==> config.mk <==
export PLATFORM = sky130hd
export DESIGN_NAME = dphy_lane_timing
export DESIGN_NICKNAME = d
export VERILOG_FILES = /design/src/rtl/dphy_tim_pkg.sv /design/src/rtl/dphy_band_lut.sv /design/src/rtl/dphy_serial_div.sv /design/src/rtl/dphy_lane_timing.sv
export SDC_FILE = /design/constraint.sdc
export NUM_CORES = 2
export LEC_CHECK = 0
export BUFFER_PORTS_ARGS = -buffer_cell sky130_fd_sc_hd__buf_4
export CORE_AREA = 8 8 360 362
export CTS_CLUSTER_DIAMETER = 120
export DETAILED_ROUTE_END_ITERATION = 7
export DIE_AREA = 0 0 368 370
export PLACE_DENSITY = 0.62
export SLEW_MARGIN = 20
export SYNTH_ARGS = -nofsm -noshare
export SYNTH_HDL_FRONTEND = slang
export SYNTH_SLANG_ARGS = --single-unit
==> constraint.sdc <==
create_clock -name clk -period 13 [get_ports clk]
set_input_delay 0.65 -clock clk [delete_from_list [all_inputs] [get_ports clk]]
set_output_delay 0.65 -clock clk [all_outputs]
set_load 0.02 [all_outputs]
==> src/rtl/dphy_tim_pkg.sv <==
package dphy_tim_pkg;
  localparam int NUM_BANDS = 11;
  localparam int PREP_W    = 7;
  localparam int ZERO_W    = 6;
  localparam int TRAIL_W   = 7;
  localparam int EXIT_W    = 5;
  localparam int POST_W    = 4;
  localparam int PRE_W     = 4;
  localparam int LPX_W     = 6;
  localparam int TA_W      = 6;
  localparam int STEPS     = 10;

  typedef struct packed {
    logic [PREP_W-1:0]  prep;
    logic [ZERO_W-1:0]  zclk;
    logic [ZERO_W-1:0]  zdat;
    logic [TRAIL_W-1:0] trail;
  } band_t;

  typedef enum logic [1:0] {ST_IDLE, ST_ISSUE, ST_WAIT} seq_t;
endpackage

==> src/rtl/dphy_band_lut.sv <==
module dphy_band_lut
  import dphy_tim_pkg::*;
#(
  parameter int RATE_W = 11
) (
  input  logic [RATE_W-1:0]  rate,
  input  logic               clk_lane,
  output logic [PREP_W-1:0]  prep,
  output logic [ZERO_W-1:0]  zero,
  output logic [TRAIL_W-1:0] trail
);
  function automatic int band_limit(input int i);
    case (i)
      0: return 110;   1: return 150;   2: return 200;  3: return 250;
      4: return 300;   5: return 400;   6: return 500;  7: return 600;
      8: return 700;   9: return 800;   default: return 1000;
    endcase
  endfunction

  function automatic band_t band_row(input int i);
    case (i)
      0: return '{7'h20, 6'h16, 6'h02, 7'h22};
      1: return '{7'h06, 6'h16, 6'h03, 7'h45};
      2: return '{7'h18, 6'h17, 6'h04, 7'h0b};
      3: return '{7'h05, 6'h17, 6'h05, 7'h16};
      4: return '{7'h51, 6'h18, 6'h06, 7'h2c};
      5: return '{7'h64, 6'h19, 6'h07, 7'h33};
      6: return '{7'h20, 6'h1b, 6'h07, 7'h4e};
      7: return '{7'h6a, 6'h1d, 6'h08, 7'h3a};
      8: return '{7'h3e, 6'h1e, 6'h08, 7'h6a};
      9: return '{7'h21, 6'h1f, 6'h09, 7'h29};
      default: return '{7'h09, 6'h20, 6'h09, 7'h27};
    endcase
  endfunction

  logic [NUM_BANDS-1:0] hit;
  band_t                row;

  for (genvar g = 0; g < NUM_BANDS; g++) begin : g_cmp
    assign hit[g] = ({1'b0, rate} <= (RATE_W+1)'(band_limit(g)));
  end

  always_comb begin
    row = band_row(NUM_BANDS-1);
    for (int i = NUM_BANDS-1; i >= 0; i--) begin
      if (hit[i]) row = band_row(i);
    end
  end

  assign prep  = row.prep;
  assign zero  = clk_lane ? row.zclk : row.zdat;
  assign trail = row.trail;
endmodule

==> src/rtl/dphy_serial_div.sv <==
module dphy_serial_div #(
  parameter int W = 36
) (
  input  logic         clk,
  input  logic         rst_n,
  input  logic         start,
  input  logic [W-1:0] num,
  input  logic [W-1:0] den,
  output logic         done,
  output logic [W-1:0] quo
);
  localparam int CW = $clog2(W+1);

  logic [W:0]    rem_q;
  logic [W-1:0]  den_q;
  logic [W-1:0]  num_q;
  logic [CW-1:0] cnt_q;
  logic          busy_q;
  logic [W:0]    rem_sh;
  logic          fits;

  always_comb begin
    rem_sh = {rem_q[W-1:0], quo[W-1]};
    fits   = (rem_sh >= {1'b0, den_q});
  end

  always_ff @(posedge clk or negedge rst_n) begin
    if (!rst_n) begin
      rem_q  <= '0;
      den_q  <= '0;
      num_q  <= '0;
      quo    <= '0;
      cnt_q  <= '0;
      busy_q <= 1'b0;
      done   <= 1'b0;
    end else if (start) begin
      rem_q  <= '0;
      den_q  <= den;
      num_q  <= num;
      quo    <= num;
      cnt_q  <= CW'(W);
      busy_q <= 1'b1;
      done   <= 1'b0;
    end else if (busy_q) begin
      rem_q <= fits ? (rem_sh - {1'b0, den_q}) : rem_sh;
      quo   <= {quo[W-2:0], fits};
      cnt_q <= cnt_q - 1'b1;
      if (cnt_q == CW'(1)) begin
        busy_q <= 1'b0;
        done   <= 1'b1;
      end
    end else begin
      done <= 1'b0;
    end
  end

  // quotient and remainder reconstruct the dividend (feeds R6/R8 counts)
  assert_div_exact_R6: assert property (@(posedge clk) disable iff (!rst_n)
    (done && den_q != '0) |->
      (({{W{1'b0}}, quo} * {{W{1'b0}}, den_q}) + {{(W-1){1'b0}}, rem_q}
        == {{W{1'b0}}, num_q}) && (rem_q < {1'b0, den_q}));

  assert_div_pulse_R3: assert property (@(posedge clk) disable iff (!rst_n)
    done |=> !done);
endmodule

==> src/rtl/dphy_lane_timing.sv <==
module dphy_lane_timing
  import dphy_tim_pkg::*;
#(
  parameter int RATE_W       = 11,
  parameter int DIV_W        = 36,
  parameter int ESC_LIMIT_MHZ = 20
) (
  input  logic               clk,
  input  logic               rst_n,
  input  logic               in_valid,
  output logic               in_ready,
  input  logic [RATE_W-1:0]  in_rate_mbps,
  input  logic               in_clk_lane,
  output logic               done,
  output logic [PREP_W-1:0]  hs_prepare,
  output logic [ZERO_W-1:0]  hs_zero,
  output logic [TRAIL_W-1:0] hs_trail,
  output logic [EXIT_W-1:0]  hs_exit,
  output logic [POST_W-1:0]  clk_post,
  output logic [PRE_W-1:0]   clk_pre,
  output logic [LPX_W-1:0]   lpx,
  output logic [TA_W-1:0]    ta_go,
  output logic [TA_W-1:0]    ta_sure,
  output logic [TA_W-1:0]    ta_get,
  output logic [1:0]         wake_hi,
  output logic [7:0]         wake_lo
);
  localparam int SW = $clog2(STEPS);
  localparam logic [DIV_W-1:0] C_NS_S   = DIV_W'(1000000000);
  localparam logic [DIV_W-1:0] C_BYTE_D = DIV_W'(8000);
  localparam logic [DIV_W-1:0] C_ESC_D  = DIV_W'(ESC_LIMIT_MHZ * 8);

  seq_t              state_q;
  logic [SW-1:0]     step_q;
  logic [RATE_W-1:0] rate_q;
  logic              lane_q;
  logic [DIV_W-1:0]  ui_q, escdiv_q, esc_q;
  logic [EXIT_W-1:0] w_exit;
  logic [POST_W-1:0] w_post;
  logic [PRE_W-1:0]  w_pre;
  logic [LPX_W-1:0]  w_lpx;
  logic [TA_W-1:0]   w_go, w_sure;

  logic              div_start, div_done;
  logic [DIV_W-1:0]  div_num, div_den, div_quo, rate_x, lpx_adj;
  logic [7:0]        s_exit, s_post, s_pre, s_lpx, s_ta;
  logic [PREP_W-1:0] lut_prep;
  logic [ZERO_W-1:0] lut_zero;
  logic [TRAIL_W-1:0] lut_trail;

  function automatic logic [7:0] sat_fld(input logic [DIV_W-1:0] v, input int w);
    logic [DIV_W-1:0] lim;
    lim = (DIV_W'(1) << w) - DIV_W'(1);
    return (v > lim) ? lim[7:0] : v[7:0];
  endfunction

  assign rate_x    = DIV_W'(rate_q);
  assign in_ready  = (state_q == ST_IDLE);
  assign div_start = (state_q == ST_ISSUE);
  assign wake_hi   = 2'b11;
  assign wake_lo   = 8'hff;

  always_comb begin
    div_den = C_BYTE_D;
    case (step_q)
      SW'(0): begin div_num = DIV_W'(1000) + (rate_x >> 1); div_den = rate_x; end
      SW'(1): begin div_num = rate_x + C_ESC_D - DIV_W'(1); div_den = C_ESC_D; end
      SW'(2): begin div_num = rate_x * DIV_W'(125000);      div_den = escdiv_q; end
      SW'(3): div_num = rate_x * DIV_W'(120) + C_BYTE_D - DIV_W'(1);
      SW'(4): div_num = (DIV_W'(70) + DIV_W'(52) * ui_q) * rate_x + C_BYTE_D - DIV_W'(1);
      SW'(5): div_num = DIV_W'(8) * ui_q * rate_x + C_BYTE_D - DIV_W'(1);
      SW'(6): div_num = rate_x * DIV_W'(60) + C_BYTE_D - DIV_W'(1);
      SW'(7): begin div_num = DIV_W'(240) * esc_q + C_NS_S - DIV_W'(1); div_den = C_NS_S; end
      SW'(8): begin div_num = DIV_W'(120) * esc_q + C_NS_S - DIV_W'(1); div_den = C_NS_S; end
      default: begin div_num = DIV_W'(300) * esc_q + C_NS_S - DIV_W'(1); div_den = C_NS_S; end
    endcase
  end

  always_comb begin
    lpx_adj = (div_quo >= DIV_W'(2)) ? div_quo - DIV_W'(2) : div_quo;
    s_exit  = sat_fld(div_quo, EXIT_W);
    s_post  = sat_fld(div_quo, POST_W);
    s_pre   = sat_fld(div_quo, PRE_W);
    s_lpx   = sat_fld(lpx_adj, LPX_W);
    s_ta    = sat_fld(div_quo, TA_W);
  end

  dphy_serial_div #(.W(DIV_W)) u_div (
    .clk(clk), .rst_n(rst_n), .start(div_start),
    .num(div_num), .den(div_den), .done(div_done), .quo(div_quo)
  );

  dphy_band_lut #(.RATE_W(RATE_W)) u_lut (
    .rate(rate_q), .clk_lane(lane_q),
    .prep(lut_prep), .zero(lut_zero), .trail(lut_trail)
  );

  always_ff @(posedge clk or negedge rst_n) begin
    if (!rst_n) begin
      state_q <= ST_IDLE;
      step_q  <= '0;
      rate_q  <= '0;
      lane_q  <= 1'b0;
      ui_q    <= '0;
      escdiv_q <= '0;
      esc_q   <= '0;
      w_exit  <= '0; w_post <= '0; w_pre <= '0;
      w_lpx   <= '0; w_go   <= '0; w_sure <= '0;
      done    <= 1'b0;
      hs_prepare <= '0; hs_zero <= '0; hs_trail <= '0;
      hs_exit <= '0; clk_post <= '0; clk_pre <= '0; lpx <= '0;
      ta_go   <= '0; ta_sure <= '0; ta_get <= '0;
    end else begin
      done <= 1'b0;
      case (state_q)
        ST_IDLE: if (in_valid) begin
          rate_q  <= in_rate_mbps;
          lane_q  <= in_clk_lane;
          step_q  <= '0;
          state_q <= ST_ISSUE;
        end
        ST_ISSUE: state_q <= ST_WAIT;
        default: if (div_done) begin
          case (step_q)
            SW'(0): ui_q     <= div_quo;
            SW'(1): escdiv_q <= div_quo;
            SW'(2): esc_q    <= div_quo;
            SW'(3): w_exit   <= s_exit[EXIT_W-1:0];
            SW'(4): w_post   <= s_post[POST_W-1:0];
            SW'(5): w_pre    <= s_pre[PRE_W-1:0];
            SW'(6): w_lpx    <= s_lpx[LPX_W-1:0];
            SW'(7): w_go     <= s_ta[TA_W-1:0];
            SW'(8): w_sure   <= s_ta[TA_W-1:0];
            default: ;
          endcase
          if (step_q == SW'(STEPS-1)) begin
            state_q    <= ST_IDLE;
            done       <= 1'b1;
            hs_prepare <= lut_prep;
            hs_zero    <= lut_zero;
            hs_trail   <= lut_trail;
            hs_exit    <= w_exit;
            clk_post   <= w_post;
            clk_pre    <= w_pre;
            lpx        <= w_lpx;
            ta_go      <= w_go;
            ta_sure    <= w_sure;
            ta_get     <= s_ta[TA_W-1:0];
          end else begin
            step_q  <= step_q + 1'b1;
            state_q <= ST_ISSUE;
          end
        end
      endcase
    end
  end

  assert_accept_busy_R2: assert property (@(posedge clk) disable iff (!rst_n)
    (in_valid && in_ready) |=> !in_ready);

  assert_rate_nonzero_R2: assert property (@(posedge clk) disable iff (!rst_n)
    in_valid |-> (in_rate_mbps != '0));

  assert_done_ready_R3: assert property (@(posedge clk) disable iff (!rst_n)
    done |-> in_ready);

  assert_done_single_R3: assert property (@(posedge clk) disable iff (!rst_n)
    done |=> !done);

  assert_hold_outputs_R3: assert property (@(posedge clk) disable iff (!rst_n)
    !done |-> $stable({hs_prepare, hs_zero, hs_trail, hs_exit, clk_post,
                       clk_pre, lpx, ta_go, ta_sure, ta_get}));
endmodule

==> flow_summary.json <==
{
  "antenna_left": 0,
  "synth_area_leader_cell": "fa_1",
  "syn_area_mm2": 0.0527,
  "synth_xor_area_share_pct": 6.88,
  "skew_ns": 0.0358,
  "hpwl_um": 124000,
  "drc": 0,
  "critPathKind": "flip-flop to flip-flop",
  "worstPathMaxFanout": 16,
  "ys_top_cells_by_area": "fa_1 25%, dfrtp_1 16%, ha_1 11%, inv_1 6.6%, nand2_1 5.7%",
  "grt-ovfl-total": 0,
  "vias": 42700,
  "synthSimpleGateAreaFrac_pct": 15.2,
  "cts_resized": 0,
  "gr-usage-all-layers_pct": 23.4,
  "areaGrowthSynthToFinish_pct": 7.16,
  "start_kind": "flip-flop",
  "finalMaxSlewViolations": 0,
  "cts_sinks": 327,
  "core_mm2": 0.124,
  "drt_iter0_markers": 3819,
  "period_minus_slack_ns": 11.19,
  "timing_hold_violations_final": 0,
  "fin_tns_setup_ns": 0,
  "place_congestion": 0.940,
  "die-area_mm2": 0.136,
  "end_kind": "flip-flop",
  "place.port_buffers": 73,
  "wl_um": 159000,
  "grt_pass1_vias": 43200,
  "fin_area_mm2": 0.0565,
  "die_w_um": 368,
  "io_pins": 84,
  "start_util_pct": 42.4,
  "numCtsBuffers": 42,
  "routedWlPerCell_um": 20.6,
  "synth_top_area_share_pct": 25.4,
  "cts_hold_buf": 0,
  "dr.pass1.iters": 6,
  "synthCells": 6107,
  "rr_worst_depth": 40,
  "htree_levels": 2,
  "place_area_mm2": 0.0549,
  "max-cap-violations": 0,
  "cts_setup_buffers": 0,
  "synth-async-reset-ratio_pct": 100,
  "fin_util_pct": 45.5,
  "grt_pass1_wl_um": 255000,
  "fill_cells": 12200,
  "critPathMaxStageDelay_ns": 0.79,
  "yosysUniqueCellTypes": 105,
  "worst_pin_slew_ns": 1.11,
  "required_ns": 13.45,
  "viasPerCell": 5.55,
  "max_freq_mhz": 89.4,
  "rsz0062_at_grt": "no",
  "antenna_found_initial": 6,
  "ys_seq_area_share_pct": 15.5,
  "avgSynthCellArea_um2": 8.63,
  "r2r_setup_slack_ns": 1.81,
  "ys_ff_latch": 327,
  "arrival_ns": 11.64,
  "rows": 130,
  "slew_headroom_pct": 25.7,
  "path_clk_slew_ns": 0.06,
  "grt_start_max_net_pins": 155,
  "synth_fa_ha_area_share_pct": 36.9,
  "cts_tree": "built",
  "cts-root-buf": "clkbuf_16",
  "fin_crit_sh_pct": 86.1,
  "yosys_warnings": 0,
  "setup_viol": 0,
  "synth_compound_area_share_pct": 13.8,
  "cpMostUsedCell": "fa_1",
  "die_y_um": 370,
  "worst_path_max_delay_cell": "o41ai_1",
  "synthMuxAreaShare_pct": 2.94,
  "ys.flop_type": "dfrtp_1",
  "synth_top_family_by_area": "adder cells",
  "clk_latency_ns": 0.62,
  "final_layout_size_suffix_gt1_share_pct": 6.44,
  "reg2reg_to": "u_div.quo[32]",
  "cts_max_path_buffers": 3,
  "hp-class": "input pin to async pin",
  "nNetsFinal": 7193,
  "r2r_start": "ui_q[1]",
  "synth_edf_count": 0,
  "status": "finished, final reports clean"
}
## worst max-delay path: cells and delay by family, from the launching register on
family                   cells  cell delay (ns)
AO/OA/AOI/OAI               18             4.57
XOR/XNOR                     2             0.35
adder cells (fa/ha/maj)     10             4.31
buffers and inverters        5             0.42
flip-flops                   1             0.62
AND/OR/NAND/NOR              5             0.75
## how the worst max path moves through the flow
stage	start	to	slack [ns]	depth (start not counted)
2_1_floorplan	ui_q[1]	u_div.quo[32]	3.62	39
3_3_place_gp	ui_q[0]	u_div.quo[32]	1.98	41
3_5_place_dp	ui_q[1]	u_div.quo[32]	1.90	40
4_1_cts	ui_q[1]	u_div.quo[32]	1.87	40
5_1_grt	ui_q[1]	u_div.quo[32]	1.32	39
6_report	ui_q[1]	u_div.quo[32]	1.81	40
## synth_stat cells, drive strengths merged, types with 86 or more instances
cell type  instances
inv              928
nand2            800
fa               670
ha               484
nor2             357
dfrtp            327
o21ai            288
xnor2            275
a21oi            272
clkbuf           233
and2             160
xor2             129
a21o             104
nor3              86
## stage by stage
stage / hold slack (ns) / setup slack [ns] / cells
5_1_grt: 0.227 / 1.32 / 7706
3_5_place_dp: 0.451 / 1.90 / 7629
3_3_place_gp: 0.448 / 1.98 / 7629
2_1_floorplan: 0.354 / 3.62 / 6116
4_1_cts: 0.182 / 1.87 / 7705
6_report: 0.164 / 1.81 / 7707
## area by class of cell
type                       instances  area, um2  area share (%)
antenna                            1       2.50         0.00443
sequential                       327       8200            14.5
multi-input combinational       4585      40100            70.9
timing repair buffer             138       1080            1.90
inverter                         930       3490            6.18
clock buffer                      50       1150            2.04
tap                             1650       2060            3.65
clock inverter                    26        445           0.789
## cells in the final DEF, fill, tap and decap left out, types with 104 or more instances in the layout
| cell type | Yosys | final |
|---|---|---|
| a21oi_1 | 271 | 270 |
| ha_1 | 484 | 484 |
| nor2_1 | 356 | 353 |
| xnor2_1 | 273 | 272 |
| o21ai_0 | 267 | 267 |
| fa_1 | 670 | 670 |
| nand2_1 | 800 | 799 |
| xor2_1 | 127 | 127 |
| dfrtp_1 | 327 | 315 |
| inv_1 | 925 | 925 |
| and2_1 | 155 | 155 |
| buf_4 | 12 | 135 |
| a21o_1 | 104 | 104 |
## cells by family (layout without fill, tap and decap cells)
| kind of cell | count (synthesis) | count (layout) |
|---|---|---|
| compound gates | 1127 | 1127 |
| xor+xnor | 406 | 406 |
| fa+ha+maj | 1154 | 1154 |
| buf+inv | 1204 | 1144 |
| flops | 327 | 327 |
| mux | 145 | 145 |
| other cells | 1 | 11 |
| simple gates | 1743 | 1743 |
## registers in the layout (all words and copies together), names as in the netlist, 7 cells and up
name	cells
escdiv_q	36
u_div.den_q	36
u_div.quo	36
u_div.rem_q	36
esc_q	34
ui_q	34
rate_q	11
hs_prepare	7
hs_trail	7
## metal layers
metal	part of all wire, %	vias to the layer above	global-route usage [%]
met2	45	1409	36.7
met4	4.1	2	8.37
li1	-	19700	-
met5	0.028	-	0
met3	7.2	274	3.81
met1	44	21300	32.5
Power is not shown: default switching activity piles up to over one toggle a cycle in this logic, so the estimate is an artifact.
